`src/rtl/link_inv_pkg.sv`:
```
// Shared definitions for the odd/full inversion link codec.
// Assumes nothing beyond IEEE 1800-2017 packages.
package link_inv_pkg;

    // Encoding applied to a link word; bit 1 doubles as "flag set"
    typedef enum logic [1:0] {
        INV_NONE = 2'b00,
        INV_ODD  = 2'b10,
        INV_FULL = 2'b11
    } inv_mode_e;

    // Pair classes detected between a candidate word and the last sent word
    localparam int FAM_SINGLE   = 0;   // exactly one wire of the pair toggles
    localparam int FAM_OPPOSITE = 1;   // both toggle, ending on different values
    localparam int FAM_STATIC   = 2;   // neither toggles, values differ
    localparam int NUM_FAM      = 3;

endpackage

```
`src/rtl/pair_classifier.sv`:
```
// Flags, for every pair of adjacent lines, whether the pair belongs to the
// class selected by FAMILY when moving from prv to cur.
// Assumes W >= 2; output bit i covers lines i and i+1.
module pair_classifier
    import link_inv_pkg::*;
#(
    parameter int W      = 32,
    parameter int FAMILY = FAM_SINGLE
) (
    input  logic [W-1:0] cur,
    input  logic [W-1:0] prv,
    output logic [W-2:0] hit
);

    for (genvar i = 0; i < W - 1; i++) begin : g_pair
        logic lo_tog;
        logic hi_tog;
        logic differ;

        // per-pair toggle and value-difference terms
        assign lo_tog = cur[i]     ^ prv[i];
        assign hi_tog = cur[i + 1] ^ prv[i + 1];
        assign differ = cur[i]     ^ cur[i + 1];

        if (FAMILY == FAM_SINGLE) begin : g_single
            assign hit[i] = lo_tog ^ hi_tog;
        end else if (FAMILY == FAM_OPPOSITE) begin : g_opp
            assign hit[i] = lo_tog & hi_tog & differ;
        end else begin : g_static
            assign hit[i] = ~lo_tog & ~hi_tog & differ;
        end
    end

endmodule

```
`src/rtl/ones_counter.sv`:
```
// Counts the set bits of a vector.
// Assumes CW is wide enough to hold N.
module ones_counter #(
    parameter int N  = 31,
    parameter int CW = 5
) (
    input  logic [N-1:0]  bits,
    output logic [CW-1:0] count
);

    // ripple population count, reduced to an adder tree by synthesis
    always_comb begin
        count = '0;
        for (int i = 0; i < N; i++) begin
            count = count + CW'(bits[i]);
        end
    end

endmodule

```
`src/rtl/inv_decider.sv`:
```
// Chooses plain, odd or full inversion from the three pair counts.
// Assumes W is even, so 2*Single - (W-1) is odd and the two inequalities
// can never meet at equality; odd inversion still has priority.
module inv_decider
    import link_inv_pkg::*;
#(
    parameter int W  = 32,
    parameter int CW = 5
) (
    input  logic [CW-1:0] single_cnt,
    input  logic [CW-1:0] opp_cnt,
    input  logic [CW-1:0] static_cnt,
    output inv_mode_e     mode
);

    localparam int SW = CW + 3;
    localparam logic signed [SW-1:0] PAIRS_S   = SW'(W - 1);
    localparam logic        [CW-1:0] HALF_PAIR = CW'((W - 1) / 2);

    logic signed [SW-1:0] single_s;
    logic signed [SW-1:0] opp_s;
    logic signed [SW-1:0] static_s;
    logic signed [SW-1:0] full_gain;
    logic signed [SW-1:0] odd_gain;
    logic                 majority;

    // sign-extend counts and form both sides of the comparison
    always_comb begin
        single_s  = $signed({3'b000, single_cnt});
        opp_s     = $signed({3'b000, opp_cnt});
        static_s  = $signed({3'b000, static_cnt});
        full_gain = (opp_s - static_s) <<< 1;
        odd_gain  = (single_s <<< 1) - PAIRS_S;
        majority  = single_cnt > HALF_PAIR;
    end

    // pick the mode; odd first, full only under the same majority
    always_comb begin
        mode = INV_NONE;
        if (majority) begin
            if (full_gain < odd_gain) begin
                mode = INV_ODD;
            end else if ((opp_cnt > static_cnt) && (full_gain > odd_gain)) begin
                mode = INV_FULL;
            end
        end
    end

endmodule

```
`src/rtl/oddfull_link_codec.sv`:
```
// Transmit-side encoder and receive-side decoder of a W-line link that uses
// one flag line for two inversion modes. The encoder registers its output;
// the decoder registers its result one edge after rx_valid.
// Assumes W is even so that the flag line W-1 is an odd-indexed line.
module oddfull_link_codec
    import link_inv_pkg::*;
#(
    parameter int W = 32
) (
    input  logic         clk,
    input  logic         rst_n,
    input  logic         tx_valid,
    input  logic [W-2:0] tx_data,
    output logic         link_valid,
    output logic [W-1:0] link_word,
    input  logic         rx_valid,
    input  logic [W-1:0] rx_word,
    output logic         dec_valid,
    output logic [W-2:0] dec_data
);

    localparam int CW = $clog2(W);

    function automatic logic [W-1:0] odd_line_mask();
        logic [W-1:0] m;
        for (int i = 0; i < W; i++) begin
            m[i] = (i % 2) == 1;
        end
        return m;
    endfunction

    localparam logic [W-1:0] ODD_MASK = odd_line_mask();

    // ---------------- encoder ----------------
    logic [W-1:0]  cand;
    logic [W-2:0]  fam_hit [NUM_FAM];
    logic [CW-1:0] fam_cnt [NUM_FAM];
    inv_mode_e     mode;
    logic [W-1:0]  enc_word;

    assign cand = {1'b0, tx_data};

    for (genvar f = 0; f < NUM_FAM; f++) begin : g_fam
        pair_classifier #(.W(W), .FAMILY(f)) u_cls (
            .cur (cand),
            .prv (link_word),
            .hit (fam_hit[f])
        );
        ones_counter #(.N(W - 1), .CW(CW)) u_cnt (
            .bits  (fam_hit[f]),
            .count (fam_cnt[f])
        );
    end

    inv_decider #(.W(W), .CW(CW)) u_dec (
        .single_cnt (fam_cnt[FAM_SINGLE]),
        .opp_cnt    (fam_cnt[FAM_OPPOSITE]),
        .static_cnt (fam_cnt[FAM_STATIC]),
        .mode       (mode)
    );

    // apply the chosen inversion to the candidate word
    always_comb begin
        case (mode)
            INV_ODD:  enc_word = cand ^ ODD_MASK;
            INV_FULL: enc_word = ~cand;
            default:  enc_word = cand;
        endcase
    end

    // drive the link; the held word is also the encoder's history
    always_ff @(posedge clk) begin
        if (!rst_n) begin
            link_valid <= 1'b0;
            link_word  <= '0;
        end else begin
            link_valid <= tx_valid;
            if (tx_valid) begin
                link_word <= enc_word;
            end
        end
    end

    // ---------------- decoder ----------------
    logic [W-1:0]  rx_prev;
    logic [W-2:0]  rx_single;
    logic [CW-1:0] rx_cnt;
    logic          rx_major;
    logic [W-2:0]  undo_mask;

    pair_classifier #(.W(W), .FAMILY(FAM_SINGLE)) u_rx_cls (
        .cur (rx_word),
        .prv (rx_prev),
        .hit (rx_single)
    );

    ones_counter #(.N(W - 1), .CW(CW)) u_rx_cnt (
        .bits  (rx_single),
        .count (rx_cnt)
    );

    // rebuild the mask the encoder used from flag and single-pair majority
    always_comb begin
        rx_major = rx_cnt >= CW'(W / 2);
        if (!rx_word[W-1]) begin
            undo_mask = '0;
        end else if (rx_major) begin
            undo_mask = '1;
        end else begin
            undo_mask = ODD_MASK[W-2:0];
        end
    end

    // register decoded payload and advance receive history
    always_ff @(posedge clk) begin
        if (!rst_n) begin
            dec_valid <= 1'b0;
            dec_data  <= '0;
            rx_prev   <= '0;
        end else begin
            dec_valid <= rx_valid;
            if (rx_valid) begin
                dec_data <= rx_word[W-2:0] ^ undo_mask;
                rx_prev  <= rx_word;
            end
        end
    end

endmodule

```
`config.mk`:
```
export PLATFORM = sky130hd
export DESIGN_NAME = oddfull_link_codec
export DESIGN_NICKNAME = d
export VERILOG_FILES = /design/src/rtl/link_inv_pkg.sv /design/src/rtl/pair_classifier.sv /design/src/rtl/ones_counter.sv /design/src/rtl/inv_decider.sv /design/src/rtl/oddfull_link_codec.sv
export SDC_FILE = /design/constraint.sdc
export NUM_CORES = 1
export LEC_CHECK = 0
export ABC_CLOCK_PERIOD_IN_PS = 21000
export BUFFER_PORTS_ARGS = -buffer_cell sky130_fd_sc_hd__buf_2
export CORE_MARGIN = 3
export CORE_UTILIZATION = 45
export CTS_CLUSTER_SIZE = 24
export DETAILED_ROUTE_END_ITERATION = 16
export SYNTH_ARGS = -nofsm -noshare
export SYNTH_HDL_FRONTEND = slang
export SYNTH_SLANG_ARGS = --single-unit
```
`constraint.sdc`:
```
create_clock -name clk -period 21 [get_ports clk]
set_clock_uncertainty 0.1 [all_clocks]
set_input_delay 4.2 -clock clk [delete_from_list [all_inputs] [get_ports clk]]
set_output_delay 4.2 -clock clk [all_outputs]
set_load 0.005 [all_outputs]
```
Word-level counts from Yosys, hierarchy flattened
Index checks and enable logic that the tools add are counted.

storage, ports and cells
  word-level logic and storage cells = 455
  input port bits = 67
  register bits after elaboration = 97
  output and inout port bits = 65

operators by class
  mux-type cells = 6
  reduce and logical (&&, ||, !) cells = 1
  $add $sub $neg = 122
  bitwise gates (word level) = 314
  equal/unequal tests = 2
  magnitude comparators = 5

operator list
  kind                                                                              count
  5-bit by 1-bit adder with 5-bit output                                            116
  1-bit bitwise XOR                                                                 155
  1-bit AND                                                                         124
  32-bit one-hot mux with 2 select lines                                            1
  31-bit two-way mux                                                                2
  1-bit inverter                                                                    32
  31-bit inverter with 32-bit output                                                1
  31-bit bitwise XOR                                                                1
  15-bit inverter with 16-bit output                                                1
  1-bit by 1-bit adder with 2-bit output                                            4
  8-bit greater-than comparator                                                     1
  8-bit < comparator                                                                1
  6-bit by 5-bit subtractor with 7-bit output (second input constant)               1
  2-bit two-way mux                                                                 3
  5-bit by 5-bit subtractor with 6-bit output                                       1
  5-bit >= comparator (second input constant)                                       1
  5-bit by 4-bit greater-than comparator with 1-bit output (second input constant)  1
  5-bit greater-than comparator                                                     1
  2-bit == test (second input constant)                                             2
  1-bit logical AND                                                                 1

Logic depth before layout (Yosys ltp)
  depth in word-level cells = 42
  gate-level depth with buffers = 33
  mapped depth without buffers = 30

Cells and area by module
From an unflattened synthesis, not the netlist that was laid out.

second synthesis, totals
  cell total of the unflattened synthesis = 1148
  area, all modules = 10112.2 sq um

modules (own cells, without submodules)
  module                                seq. area each (sq um)  area each (sq um)  cells an instance  times used
  oddfull_link_codec                    1941.9                  4342.9             429                1
  ones_counter (g_fam[0].u_cnt ...)     0.0                     794.5              89                 3
  pair_classifier (g_fam[0].u_cls ...)  0.0                     551.8              63                 2
  ones_counter (g_fam[1].u_cnt)         0.0                     797.0              89                 1
  pair_classifier (g_fam[1].u_cls)      0.0                     595.6              95                 1
  pair_classifier (g_fam[2].u_cls)      0.0                     514.2              95                 1
  inv_decider                           0.0                     375.4              47                 1

Worst setup path after synthesis
OpenSTA, ideal clock, no wires.

  path type = input to register
  start = input tx_data[1]
  end = register link_word[22]
  data required time = 20.809 ns
  buffers on the path = 4
  arrival time = 11.762 ns
  cell stages on the path = 26
  slack = 9.047 ns
  cells stage by stage = clkbuf_1 xnor2_1 inv_1 ha_1 ha_1 fa_1 fa_1 fa_1 fa_1 fa_1 fa_1 ha_1 fa_1 a21o_1 a21oi_1 xor2_1 buf_2 clkinv_1 clkbuf_1 ha_1 nor2b_1 a31o_1 a41o_1 buf_2 or4_1 a311oi_1

on the way
  longest elaborated chain between the ends = 42

RTL lines
  what                                                   line                                          text
  start: declaration                                     oddfull_link_codec.sv:13                      input logic [W-2:0] tx_data,
  1-bit bitwise XOR                                      pair_classifier.sv:21, pair_classifier.sv:22
  1-bit inverter                                         pair_classifier.sv:30                         assign hit[i] = ~lo_tog & ~hi_tog & differ;
  1-bit AND (2 in series)                                pair_classifier.sv:30
  1-bit by 1-bit adder with 2-bit output                 ones_counter.sv:15                            count = count + CW'(bits[i]);
  5-bit by 1-bit adder with 5-bit output (29 in series)  ones_counter.sv:15
  5-bit by 5-bit subtractor with 6-bit output            inv_decider.sv:32                             full_gain = (opp_s - static_s) <<< 1;
  8-bit greater-than comparator                          inv_decider.sv:43                             end else if ((opp_cnt > static_cnt) && (full_gain > odd_gain)) begin
  1-bit logical AND                                      inv_decider.sv:43
  2-bit two-way mux                                      inv_decider.sv:43
  2-bit two-way mux                                      inv_decider.sv:41                             if (full_gain < odd_gain) begin
  2-bit two-way mux (*)                                  inv_decider.sv:40                             if (majority) begin
  2-bit == test                                          oddfull_link_codec.sv:64                      case (mode)
  32-bit one-hot mux with 2 select lines (*)             oddfull_link_codec.sv:64
  end signal: assignment                                 oddfull_link_codec.sv:79                      link_word <= enc_word;
  end: declaration                                       oddfull_link_codec.sv:15                      output logic [W-1:0] link_word,

Mark *: on every way between the ends. The rest lies on a longest branch, timed or not.
A chain may end at the register's enable or synchronous reset.

Worst setup path after layout
  start = input tx_data[1]
  end = register link_word[12]

Same word-level chain as after synthesis.

==> flow_summary_export.csv <==
group,metric,value,unit
status,status,"finished clean",
placement,io_buffers,131,
layout,multi_input_area,7160,sq um
cts,max-clock-path-buffers,2,
synthesis,yosysUniqueCellTypes,36,
setup_path,critPathMaxFanout,32,
setup_path,end_kind,"flip-flop",
floorplanning,die_w,154,microns
global_routing,grtUsageMet1,0.280,
detailed_routing,wl,25.2,mm
synthesis,syn_nets,1332,
synthesis,ys_ff_latch,97,
setup_path,setup.reg_to_reg.worst_slack,12.17,ns
sta,min_period,12.43,ns
layout,finish.utilization,0.515,
setup_path,max_stage_delay,0.54,ns
detailed_routing,drtIter0Drc,330,
worst_hold_path,min_path_type,"flip-flop to flip-flop",
setup_path,start_kind,"input port",
cts,worstSkewPairLatency,0.35,ns
synthesis,yosysWarnings,0,
sta,worst_slew_pin_slew,1.09,ns
global_routing,grt_max_degree,96,
cts,h-tree-depth,3,
setup_path,cp_slowest_cell,"fa_1",
sta,finalCritPeriodShare,0.592,
cts,post_cts_resized,0,
setup_path,cp_common_cell,"fa_1",
cts,clock_sinks,97,
detailed_routing,drc,0,
global_routing,grt_use_met3,0.0386,
cts,postCtsHoldBufs,0,
detailed_routing,viasPerCell,5.37,
placement,post-dp-hpwl,20.1,mm
floorplanning,start_util,0.462,
setup_path,crit_chain,"buf_2, xnor2_1, inv_1, ha_1, ha_1, fa_1, fa_1, fa_1, fa_1, fa_1, fa_1, ha_1, fa_1, a21o_1, a21oi_1, xor2_4, clkinv_1, ha_1, nor2b_1, a31o_1, a41o_1, buf_4, or4_1, a311oi_1",
setup_path,critPathTopFamily,"adder cells",
synthesis,synth_common_cells,"inv_1, ha_1, dfxtp_1",
synthesis,syn_inst,1069,
layout,regArea,1940,sq um
layout,fillCellCount,2068,
sta,slew_viol_final,0,
synthesis,synth_ff_type,"dfxtp_1",
synthesis,synth_top_area_frac,0.198,
synthesis,seq_area_frac_synth,0.198,
layout,num_antenna_cells,0,
detailed_routing,final_antenna_net_count,0,
global_routing,overflow,0,
floorplanning,io_pins,132,
synthesis,synth-edff-count,0,
sta,finalSetupTns,0,ns
floorplanning,dieArea,23600,sq um
detailed_routing,vias,7694,
synthesis,syn-cell-area,9810,sq um
placement,place.gp.congestion,0.883,
layout,nets,1416,
cts,cts_setup_buffers,0,
global_routing,grt.total_usage,0.211,
synthesis,avgSynthCellArea,9.17,sq um
floorplanning,num_rows,53,
cts,cts_buffers,9,
job,cap_violations,0,
cts,cts_root_buffer,"clkbuf_16",
sta,setup_viol,0,
setup_path,arrival,12.59,ns
setup_path,required,21.16,ns
global_routing,grt_pass1_vias,7511,
synthesis,synthArstFlopShare,0,
sta,fmax,80.4,MHz
sta,max_slew_margin,0.276,
global_routing,antenna_found_initial,1,
global_routing,gr-usage-met2,0.361,
layout,drive_gt1_frac,0.137,
layout,area_delta_synth_final,11.4,%
detailed_routing,wl_per_cell,17.6,microns
detailed_routing,firstDrtPassIters,5,
synthesis,yosys-top-cells-area,"dfxtp_1, fa_1, ha_1, xor2_1, xnor2_1",
global_routing,grt_pass1_wl,40.0,mm
synthesis,yosysMostFrequentCell,"inv_1",
global_routing,grt-busiest-layer,"met2",
cts,cts_tree,"yes",
setup_path,critPathBufInv,4,
synthesis,synth_top_area_cell,"dfxtp_1",
setup_path,crit_type,"input port to flip-flop",
sta,grt_setup_unrepaired,"false",
floorplanning,core_region_area,21200,sq um
floorplanning,die_h,154,microns
cts,clk_pin_slew_worst_paths,0.08,ns
sta,finalHoldViolCount,0,
==> sequential cells by signal, indices dropped and copies added (netlist names) <==
register    flops
link_word      32
rx_prev        32
dec_data       31
dec_valid       1
link_valid      1
==> cells by family after synthesis <==
kind of cell	count (synthesis)	synth area share
compound gates	155	0.115
xor+xnor	152	0.136
fa+ha+maj	196	0.320
buf+inv	191	0.0746
flops	97	0.198
mux	35	0.0357
simple gates	243	0.120
==> worst reg2reg max path: stages, from the launching register on <==
cell and delay (ns):
dfxtp_1 0.44, xnor2_1 0.18, inv_1 0.09, ha_1 0.30, ha_1 0.30, fa_1 0.54
fa_1 0.52, fa_1 0.52, fa_1 0.52, fa_1 0.53, fa_1 0.49, ha_1 0.24
fa_1 0.40, a21o_1 0.17, a21oi_1 0.32, xor2_4 0.17, clkinv_1 0.49, ha_1 0.51
nor2b_1 0.16, a31o_1 0.23, a41o_1 0.40, buf_4 0.33, or4_1 0.50, a311oi_1 0.26
==> path summary, 6_finish.rpt <==
kind	cells past startpoint	end	start
setup / recovery	24	link_word[12]$_SDFFE_PN0P_	tx_data[1]
hold / removal	2	dec_data[25]$_SDFFE_PN0P_	dec_data[25]$_SDFFE_PN0P_
setup reg to reg	23	link_word[12]$_SDFFE_PN0P_	link_word[1]$_SDFFE_PN0P_
hold reg to reg	2	dec_data[25]$_SDFFE_PN0P_	dec_data[25]$_SDFFE_PN0P_
==> layout by cell type (no fill, tap or decap), types with 35 or more instances in the layout <==
master   instances
xor2_1          77
dfxtp_1         97
ha_1           104
fa_1            92
nand2_1         50
xnor2_1         74
inv_1          122
nand3_1         35
nor2_1          84
buf_2          130
==> stage by stage <==
stage / hold WS, ns / setup slack (ns) / instances / cell area [sq um]
finish: 0.386 / 8.57 / 1433 / 10900
global route: 0.403 / 8.12 / 1433 / 10900
CTS: 0.388 / 8.59 / 1433 / 10900
detailed placement: 0.376 / 8.20 / 1417 / 10600
global placement: 0.372 / 8.40 / 1417 / 10600
floorplan: 0.376 / 9.05 / 1069 / 9810
==> per-layer routing <==
| metal | up-vias | part of all wire |
|---|---|---|
| li1 | 3782 | - |
| met1 | 3729 | 0.45 |
| met2 | 162 | 0.49 |
| met3 | 19 | 0.051 |
| met4 | 2 | 0.013 |
| met5 | - | 0.00052 |
==> area by class of cell <==
| type | count | area share |
|---|---|---|
| repair buffers | 140 | 0.0664 |
| multi-input cells | 781 | 0.655 |
| clock inverters | 6 | 0.00527 |
| flip-flops and latches | 97 | 0.178 |
| inverters | 124 | 0.0426 |
| clock buffers | 10 | 0.0219 |
| well taps | 275 | 0.0315 |
Power is left out: the tool's default activity adds up to more than one toggle a clock period on the data nets, which glitch-free logic cannot reach.
